## src/rtl/irq_ack_pkg.sv

```systemverilog
package irq_ack_pkg;

    // Handshake phases of the acknowledge sequencer
    typedef enum logic [1:0] {
        ST_IDLE  = 2'd0,  // waiting for a request while the core accepts
        ST_ACK   = 2'd1,  // acknowledge driven, waiting for request release
        ST_REARM = 2'd2   // acknowledge released, waiting to see request low
    } ack_state_e;

endpackage : irq_ack_pkg

```

## src/rtl/irq_sync.sv

```systemverilog
// Multi-stage synchroniser for a bundle of asynchronous inputs.
module irq_sync #(
    parameter int W      = 9,
    parameter int STAGES = 2
) (
    input  logic         clk,
    input  logic         rst_n,
    input  logic [W-1:0] async_i,
    output logic [W-1:0] sync_o
);

    logic [W-1:0] stage_q [STAGES];
    logic [W-1:0] stage_d [STAGES];

    always_comb begin
        stage_d[0] = async_i;
    end

    // Every stage after the first takes the value of the stage before it
    for (genvar s = 1; s < STAGES; s++) begin : g_stage
        always_comb begin
            stage_d[s] = stage_q[s-1];
        end
    end

    always_ff @(posedge clk or negedge rst_n) begin
        if (!rst_n) begin
            for (int s = 0; s < STAGES; s++) begin
                stage_q[s] <= '0;
            end
        end else begin
            for (int s = 0; s < STAGES; s++) begin
                stage_q[s] <= stage_d[s];
            end
        end
    end

    assign sync_o = stage_q[STAGES-1];

endmodule : irq_sync

```

## src/rtl/irq_ack_fsm.sv

```systemverilog
// Handshake state machine: grant, wait for request release, capture, rearm.
module irq_ack_fsm
    import irq_ack_pkg::*;
#(
    parameter int VEC_W       = 8,
    parameter int TIMEOUT_CYC = 64
) (
    input  logic             clk,
    input  logic             rst_n,
    input  logic             req_s_i,
    input  logic [VEC_W-1:0] vec_s_i,
    input  logic             accept_i,
    output logic             ack_o,
    output logic             fire_o,
    output logic             tmo_o,
    output logic [VEC_W-1:0] vec_o
);

    localparam int CNT_W = $clog2(TIMEOUT_CYC + 1);
    localparam logic [CNT_W-1:0] CNT_LAST = CNT_W'(TIMEOUT_CYC - 1);

    typedef struct packed {
        ack_state_e       state;
        logic             ack;
        logic             fire;
        logic             tmo;
        logic [VEC_W-1:0] vec;
        logic [CNT_W-1:0] cnt;
    } fsm_regs_t;

    fsm_regs_t regs_d, regs_q;

    always_comb begin
        regs_d      = regs_q;
        regs_d.fire = 1'b0;
        regs_d.tmo  = 1'b0;
        unique case (regs_q.state)
            ST_IDLE: begin
                regs_d.cnt = '0;
                if (req_s_i && accept_i) begin
                    regs_d.state = ST_ACK;
                    regs_d.ack   = 1'b1;
                end
            end
            ST_ACK: begin
                if (!req_s_i) begin
                    // Requester released the line while acknowledge is held:
                    // the vector on the data lines is valid now
                    regs_d.vec   = vec_s_i;
                    regs_d.fire  = 1'b1;
                    regs_d.ack   = 1'b0;
                    regs_d.state = ST_REARM;
                end else if (regs_q.cnt == CNT_LAST) begin
                    regs_d.ack   = 1'b0;
                    regs_d.tmo   = 1'b1;
                    regs_d.state = ST_REARM;
                end else begin
                    regs_d.cnt = regs_q.cnt + 1'b1;
                end
            end
            ST_REARM: begin
                if (!req_s_i) begin
                    regs_d.state = ST_IDLE;
                end
            end
            default: begin
                regs_d.state = ST_IDLE;
                regs_d.ack   = 1'b0;
            end
        endcase
    end

    always_ff @(posedge clk or negedge rst_n) begin
        if (!rst_n) begin
            regs_q <= '{state: ST_IDLE, ack: 1'b0, fire: 1'b0, tmo: 1'b0,
                        vec: '0, cnt: '0};
        end else begin
            regs_q <= regs_d;
        end
    end

    assign ack_o  = regs_q.ack;
    assign fire_o = regs_q.fire;
    assign tmo_o  = regs_q.tmo;
    assign vec_o  = regs_q.vec;

    // A grant begins only while the core accepts
    assert_ack_needs_accept_R3: assert property (@(posedge clk) disable iff (!rst_n)
        $rose(ack_o) |-> $past(accept_i));

    // A grant begins only on a synchronised request
    assert_ack_needs_req_R2: assert property (@(posedge clk) disable iff (!rst_n)
        $rose(ack_o) |-> $past(req_s_i));

    // Fetch follows a release of the request while acknowledge was held
    assert_capture_on_release_R4: assert property (@(posedge clk) disable iff (!rst_n)
        fire_o |-> ($past(ack_o) && !$past(req_s_i)));

    // Acknowledge only ever falls with a fetch or a timeout
    assert_ack_release_cause_R4: assert property (@(posedge clk) disable iff (!rst_n)
        $fell(ack_o) |-> (fire_o || tmo_o));

    // Captured vector is the synchronised one at the release
    assert_vector_capture_R5: assert property (@(posedge clk) disable iff (!rst_n)
        fire_o |-> (vec_o == $past(vec_s_i)));

    // Fetch request lasts a single cycle
    assert_fetch_single_R6: assert property (@(posedge clk) disable iff (!rst_n)
        fire_o |=> !fire_o);

    // Timeout and fetch never coincide; counter stays inside the window
    assert_tmo_excl_R7: assert property (@(posedge clk) disable iff (!rst_n)
        !(fire_o && tmo_o));
    assert_cnt_bound_R7: assert property (@(posedge clk) disable iff (!rst_n)
        regs_q.cnt < CNT_W'(TIMEOUT_CYC));

    // A new grant is preceded by at least two cycles without acknowledge
    assert_rearm_gap_R8: assert property (@(posedge clk) disable iff (!rst_n)
        $rose(ack_o) |-> !$past(ack_o, 2));

endmodule : irq_ack_fsm

```

## src/rtl/irq_vec_addr.sv

```systemverilog
// Turns a captured vector into the word address of its table entry.
module irq_vec_addr #(
    parameter int VEC_W  = 8,
    parameter int ADDR_W = 20
) (
    input  logic [VEC_W-1:0]  vec_i,
    output logic [ADDR_W-1:0] addr_o
);

    localparam int PAD_W = ADDR_W - VEC_W - 1;

    // Each table entry spans two words, so the address is vector * 2
    always_comb begin
        addr_o = {{PAD_W{1'b0}}, vec_i, 1'b0};
    end

endmodule : irq_vec_addr

```

## src/rtl/irq_ack_seq.sv

```systemverilog
// Top: synchronises bus inputs, runs the handshake, forms the fetch address.
module irq_ack_seq #(
    parameter int DATA_W      = 16,
    parameter int ADDR_W      = 20,
    parameter int VEC_W       = 8,
    parameter int SYNC_STAGES = 2,
    parameter int TIMEOUT_CYC = 64
) (
    input  logic              clk,
    input  logic              rst_n,
    input  logic              bus_req_i,
    input  logic [DATA_W-1:0] bus_data_i,
    input  logic              core_accept_i,
    output logic              bus_ack_o,
    output logic              fetch_valid_o,
    output logic [ADDR_W-1:0] fetch_addr_o,
    output logic              timeout_o
);

    localparam int SYNC_W = VEC_W + 1;

    logic [SYNC_W-1:0] sync_in, sync_out;
    logic              req_s;
    logic [VEC_W-1:0]  vec_s, vec_cap;
    logic              unused_data_hi;

    // Only the vector bits of the data lines are used
    assign unused_data_hi = ^bus_data_i[DATA_W-1:VEC_W];
    assign sync_in        = {bus_req_i, bus_data_i[VEC_W-1:0]};

    irq_sync #(
        .W      (SYNC_W),
        .STAGES (SYNC_STAGES)
    ) u_sync (
        .clk     (clk),
        .rst_n   (rst_n),
        .async_i (sync_in),
        .sync_o  (sync_out)
    );

    assign req_s = sync_out[SYNC_W-1];
    assign vec_s = sync_out[VEC_W-1:0];

    irq_ack_fsm #(
        .VEC_W       (VEC_W),
        .TIMEOUT_CYC (TIMEOUT_CYC)
    ) u_fsm (
        .clk      (clk),
        .rst_n    (rst_n),
        .req_s_i  (req_s),
        .vec_s_i  (vec_s),
        .accept_i (core_accept_i),
        .ack_o    (bus_ack_o),
        .fire_o   (fetch_valid_o),
        .tmo_o    (timeout_o),
        .vec_o    (vec_cap)
    );

    irq_vec_addr #(
        .VEC_W  (VEC_W),
        .ADDR_W (ADDR_W)
    ) u_addr (
        .vec_i  (vec_cap),
        .addr_o (fetch_addr_o)
    );

endmodule : irq_ack_seq

```

## config.mk

```make
export PLATFORM = sky130hd
export DESIGN_NAME = irq_ack_seq
export DESIGN_NICKNAME = d
export VERILOG_FILES = /design/src/rtl/irq_ack_pkg.sv /design/src/rtl/irq_sync.sv /design/src/rtl/irq_ack_fsm.sv /design/src/rtl/irq_vec_addr.sv /design/src/rtl/irq_ack_seq.sv
export SDC_FILE = /design/constraint.sdc
export NUM_CORES = 1
export LEC_CHECK = 0
export ABC_CLOCK_PERIOD_IN_PS = 1850
export BUFFER_PORTS_ARGS = -buffer_cell sky130_fd_sc_hd__buf_2
export CORE_MARGIN = 1.5
export CORE_UTILIZATION = 51
export DETAILED_ROUTE_END_ITERATION = 16
export MAX_ROUTING_LAYER = met4
export PLACE_DENSITY = 0.78
export SYNTH_ARGS = -nofsm -noshare
export SYNTH_HDL_FRONTEND = slang
export SYNTH_HIERARCHICAL = 1
export SYNTH_SLANG_ARGS = --single-unit
```

## constraint.sdc

```tcl
create_clock -name clk -period 1.85 [get_ports clk]
set_input_delay 0.0925 -clock clk [delete_from_list [all_inputs] [get_ports clk]]
set_output_delay 0.0925 -clock clk [all_outputs]
set_load 0.1 [all_outputs]
```

### Word-level counts from Yosys, hierarchy flattened

Cells that the tools add are included.

| operators by class | value |
|---|---|
| add/sub/neg operators | 1 |
| eq/ne operators | 8 |
| mux-type cells | 14 |
| bitwise operators | 2 |
| reductions and logical operators | 7 |

Operator list:

| cell | number |
|---|---|
| $mux 7 | 2 |
| $pmux 7 s2 | 1 |
| $mux 10 | 1 |
| $mux 3 | 3 |
| $reduce_and 3->1 | 3 |
| $mux 8 | 1 |
| $add 7x1->7 const B | 1 |
| $eq 7x6->1 const B | 1 |
| $ne 2x2->1 const B | 3 |
| $pmux 2 s3 | 1 |
| $mux 1 | 3 |
| $ne 3x2->1 const B | 1 |
| $pmux 1 s3 | 1 |
| $eq 2x1->1 const B | 1 |
| $eq 2x2->1 const B | 1 |
| $logic_not 2->1 | 1 |
| $mux 2 | 1 |
| $ne 2x1->1 const B | 1 |
| $not 1->1 | 2 |
| $reduce_and 2->1 | 1 |
| $reduce_bool 2->1 | 1 |
| $logic_and 1x1->1 | 1 |

| word-level totals | value |
|---|---|
| flip-flop bits (word level) | 38 |

### Logic depth before layout (Yosys ltp)

| depth | value |
|---|---|
| depth after elaboration | 4 |
| gate-level depth with buffers | 6 |
| depth with buffers taken out | 5 |

### Hierarchy

Netlist, hierarchy kept.

Modules (own cells, without submodules):

| module | instances | cells each | area an instance (um^2) |
|---|---|---|---|
| irq_ack_fsm | 1 | 89 | 970.9 |
| irq_sync | 1 | 18 | 450.4 |
| irq_vec_addr | 1 | 21 | 153.9 |

### Least setup slack after synthesis

OpenSTA, ideal clock, no wires.

| path | value |
|---|---|
| path type | reg2reg |
| start | register u_fsm.regs_q[0] |
| end | register u_fsm.regs_q[3] |
| library setup time | 0.069 ns |
| arrival time | 1.471 ns |
| required time | 1.781 ns |
| path slack | 0.310 ns |
| cell stages (with the launch flop) | 7 |
| clock period less this slack | 1.540 ns |
| cells stage by stage | dfrtp_1 > ha_1 > nand3b_1 > o21ai_2 > buf_6 > or4_1 > nand3_1 |

| between the ends | value |
|---|---|
| cells in the longest elaborated chain, start to end | 4 |
| elaborated cells between the ends (all ways) | 7 |

RTL lines:

| item | line | text |
|---|---|---|
| from (decl) | irq_ack_fsm.sv:31 | `fsm_regs_t regs_d, regs_q;` |
| from (signal assigned) | irq_ack_fsm.sv:75 | `regs_q <= '{state: ST_IDLE, ack: 1'b0, fire: 1'b0, tmo: 1'b0,` |
| from (signal assigned) | irq_ack_fsm.sv:78 | `regs_q <= regs_d;` |
| $add 7x1->7 | irq_ack_fsm.sv:58 | `regs_d.cnt = regs_q.cnt + 1'b1;` |
| $mux 7 | irq_ack_fsm.sv:53 | `end else if (regs_q.cnt == CNT_LAST) begin` |
| $mux 7 | irq_ack_fsm.sv:46 | `if (!req_s_i) begin` |
| $pmux 7 s2 | irq_ack_fsm.sv:37 | `unique case (regs_q.state)` |

Parallel ways exist; a longest one is shown, timed or not. The select of a mux whose other input is x is not followed.
A chain may end at the register's enable or synchronous reset.

### Final worst setup path

| path | value |
|---|---|
| start | register u_fsm.regs_q[0] |
| end | register u_fsm.regs_q[5] |

Same word-level chain as after synthesis.

==> reports/results.tsv <==
stage	metric	value	unit
placement	gp_congestion	0.852	
final_layout	final.fill_count	237	
final_layout	drive_gt1_share	29.3	%
global_routing	use_met3	4.62	%
global_routing	grt_pass1_wl	4.07	mm
power	power_density	1290	mW/mm^2
setup_path	reg2reg_to	u_fsm/regs_q[5]	
clock_tree	cts_root_buf	clkbuf_4	
clock_tree	clock_latency	340	ps
timing	tightest_slew	772	ps
timing	fin_crit_sh	88.7	%
timing	skew	7.85	ps
worst_hold_path	min_path_cells	3	
global_routing	grtUsageMet2	28.4	%
setup_path	reg2reg_depth	5	
global_routing	grt_antenna_before_repair	0	
setup_path	critPathLaunchType	flop	
route	drcViolationCount	0	
logic_synthesis	yosysSeqAreaShare	60.4	%
clock_tree	cts.sinks	38	
global_routing	grt.busiest_layer	met2	
global_routing	grt_max_degree	39	
final_layout	nets	170	
logic_synthesis	synth_fa_ha_area_share	0.794	%
timing	whs	31.1	ps
worst_hold_path	hp-start	core_accept_i	
route	drtPass1Iterations	4	
clock_tree	numCtsBuffers	5	
placement	pre_cts_ws	220	ps
route	wl_per_cell	13.0	microns
logic_synthesis	synthMuxAreaShare	5.72	%
setup_path	reg2reg_slack	210	ps
route	vias	905	
timing	rsz0062_at_grt	no	
die	boundaryPins	43	
route	wirelength	2.35	mm
clock_tree	clk_pin_slew	110	ps
logic_synthesis	synth_top_family_by_area	buffers and inverters	
worst_hold_path	whs_endpoint	u_fsm/regs_q[18]	
timing	slew_viol_final	0	
worst_hold_path	hold_class	in2reg	
die	start_util	55.2	%
global_routing	grt_pass1_vias	907	
timing	finalCriticalPeriod	1640	ps
global_routing	use_met1	18.7	%
setup_path	r2r_start	u_fsm/regs_q[0]	
die	die-height	58.6	microns
final_layout	fin_cells	181	
logic_synthesis	syn_area	0.00158	sq mm
route	drtAntennaViolNets	0	
power	total_power	2.20	mW
setup_path	cpMaxStageDelayCell	dfrtp_1	
clock_tree	cts_buffer_depth	2	
setup_path	crit_chain	ha_1 -> nand3b_1 -> o21ai_2 -> or3_1 -> o311ai_1	
placement	dp.cells	163	
logic_synthesis	synth_xor_area_share	0	%
setup_path	cpPeakStageDelay	450	ps
power	p_leak	0.790	nW
die	dieArea	0.00343	sq mm
timing	finalHoldViolCount	0	
global_routing	grt-ovfl-total	0	
clock_tree	ctsResizeCount	0	
timing	max_freq	609	MHz
logic_synthesis	syn_inst	128	
route	viasPerCell	5.00	
timing	layout_setup_ws	209	ps
timing	setup_viol	0	
logic_synthesis	synth-compound-area-share	7.39	%
clock_tree	cts_max_level	2	
logic_synthesis	synthSimpleGateAreaFrac	9.05	%
setup_path	crit_buf_inv	0	
global_routing	grt_use_total	17.0	%
logic_synthesis	yosysUniqueCellTypes	29	
final_layout	area_growth	8.42	%
clock_tree	cts_tree	yes	
flow_run	drv_cap	0	
setup_path	crit_path_end_kind	flop	
route	drtIter0Drc	19	
die	fp-row-count	19	
timing	fin_setup_tns	0	ps
timing	slew_headroom	48.5	%
logic_synthesis	yosys_warnings	6	
setup_path	worstSetupPathType	reg2reg	
placement	port_buffers	22	
logic_synthesis	syn_area_per_cell	12.3	sq um
clock_tree	postCtsSetupBuffers	0	
logic_synthesis	yosys_register_bits	38	
final_layout	n_antenna_cell	0	
setup_path	cp.arrival	1890	ps
power	worst_ir_drop_vdd	657	uV
placement	place_hpwl	1.60	mm
die	fp.dieW	58.6	microns
setup_path	required	2100	ps
die	core-area	0.00285	sq mm
setup_path	path_delay_family	simple AND/OR/NAND/NOR gates	
run_status	status	complete, no violations	
setup_path	worst-path-max-fanout	11	
## routing by layer
metal  wire length [microns]  up-vias
li1                        -      436
met1                     950      436
met2                    1230       27
met3                     108        6
met4                      55        0
met5                       0        -
## worst max-delay path by stage
stage	startpoint	end	slack [ps]	depth (start not counted)
3_5_place_dp	u_fsm/regs_q[0]	u_fsm/regs_q[5]	220	5
5_1_grt	u_fsm/regs_q[0]	u_fsm/regs_q[5]	70	5
2_1_floorplan	u_fsm/regs_q[0]	u_fsm/regs_q[3]	310	6
3_3_place_gp	u_fsm/regs_q[0]	u_fsm/regs_q[5]	270	5
6_report	u_fsm/regs_q[0]	u_fsm/regs_q[5]	210	5
4_1_cts	u_fsm/regs_q[0]	u_fsm/regs_q[5]	200	5
## sequential cells by signal (all words and copies together) (netlist names)
name,cells
u_fsm/regs_q,9
u_sync/stage_d,9
u_sync/sync_o,9
u_fsm/vec_o,8
u_fsm/ack_o,1
u_fsm/fire_o,1
u_fsm/tmo_o,1
## stage by stage
step | util [%] | area, sq um
after detailed placement | 54.1 | 1540
after global routing | 59.9 | 1710
after floorplan | - | 1620
final | 59.9 | 1710
after CTS | 59.9 | 1710
after global placement | 54.1 | 1540
## placed cells by master (no fill, tap or decap), types with 2 or more instances in the layout
cell,n
nand2_1,9
inv_1,5
nor2_1,5
dlygate4sd3_1,10
dfrtp_1,38
buf_4,2
nand3_1,4
buf_2,22
o311ai_0,2
conb_1,12
o31ai_1,3
a21oi_1,3
or4_1,2
mux2_2,8
o22ai_1,2
clkbuf_4,5
o211ai_1,2
## tightest hold or removal path, cell delays in order
cell       delay, ps
buf_2            100
nor2_1            70
a2111oi_0         60
## area by class of cell
type                       count  area [sq um]  area share [%]
clock inverter                 2          12.5           0.733
inverter                       6          22.5            1.32
sequential                    38           951            55.7
multi-input combinational     64           407            23.8
timing repair buffer          34           225            13.2
clock buffer                   6          51.3            3.00
tap                           31          38.8            2.27
## synth_stat cells
cell	n	area share, %
dfrtp_1	38	60
buf_4	28	13
nand2_1	9	2.1
mux2_2	8	5.7
inv_1	5	1.2
nor2_1	5	1.2
nand3_1	4	1.3
a21oi_1	3	0.95
o31ai_1	3	1.4
buf_6	2	1.4
o211ai_1	2	0.95
o22ai_1	2	0.79
o311ai_0	2	1.1
or4_1	2	0.95
a2111oi_0	1	0.56
a21boi_0	1	0.48
and3_2	1	0.48
clkbuf_1	1	0.24
clkinv_1	1	0.24
conb_1	1	0.24
ha_1	1	0.79
nand3_2	1	0.64
nand3b_1	1	0.48
nand4_1	1	0.40
nor2_4	1	0.71
nor2b_1	1	0.40
o21ai_2	1	0.56
o311ai_1	1	0.56
or3_1	1	0.40
## power by group
part	internal, mW	leakage, nW	switching, mW
registers	0.919	0.466	0.0422
logic	0.127	0.290	0.672
clock network	0.183	0.0343	0.257
total	1.23	0.790	0.972
## logic make-up after synthesis
group,Yosys count
buffers and inverters,37
AO/OA/AOI/OAI,16
flip-flops,38
other,1
AND/OR/NAND/NOR,27
multiplexers,8
adder cells (fa/ha/maj),1
## repair_timing
item,in CTS,in global routing
hold buffers,10,0
hold endpoints to repair,47,0
setup endpoints to repair,0,0
Note: power is estimated with default switching activity, not from simulation.
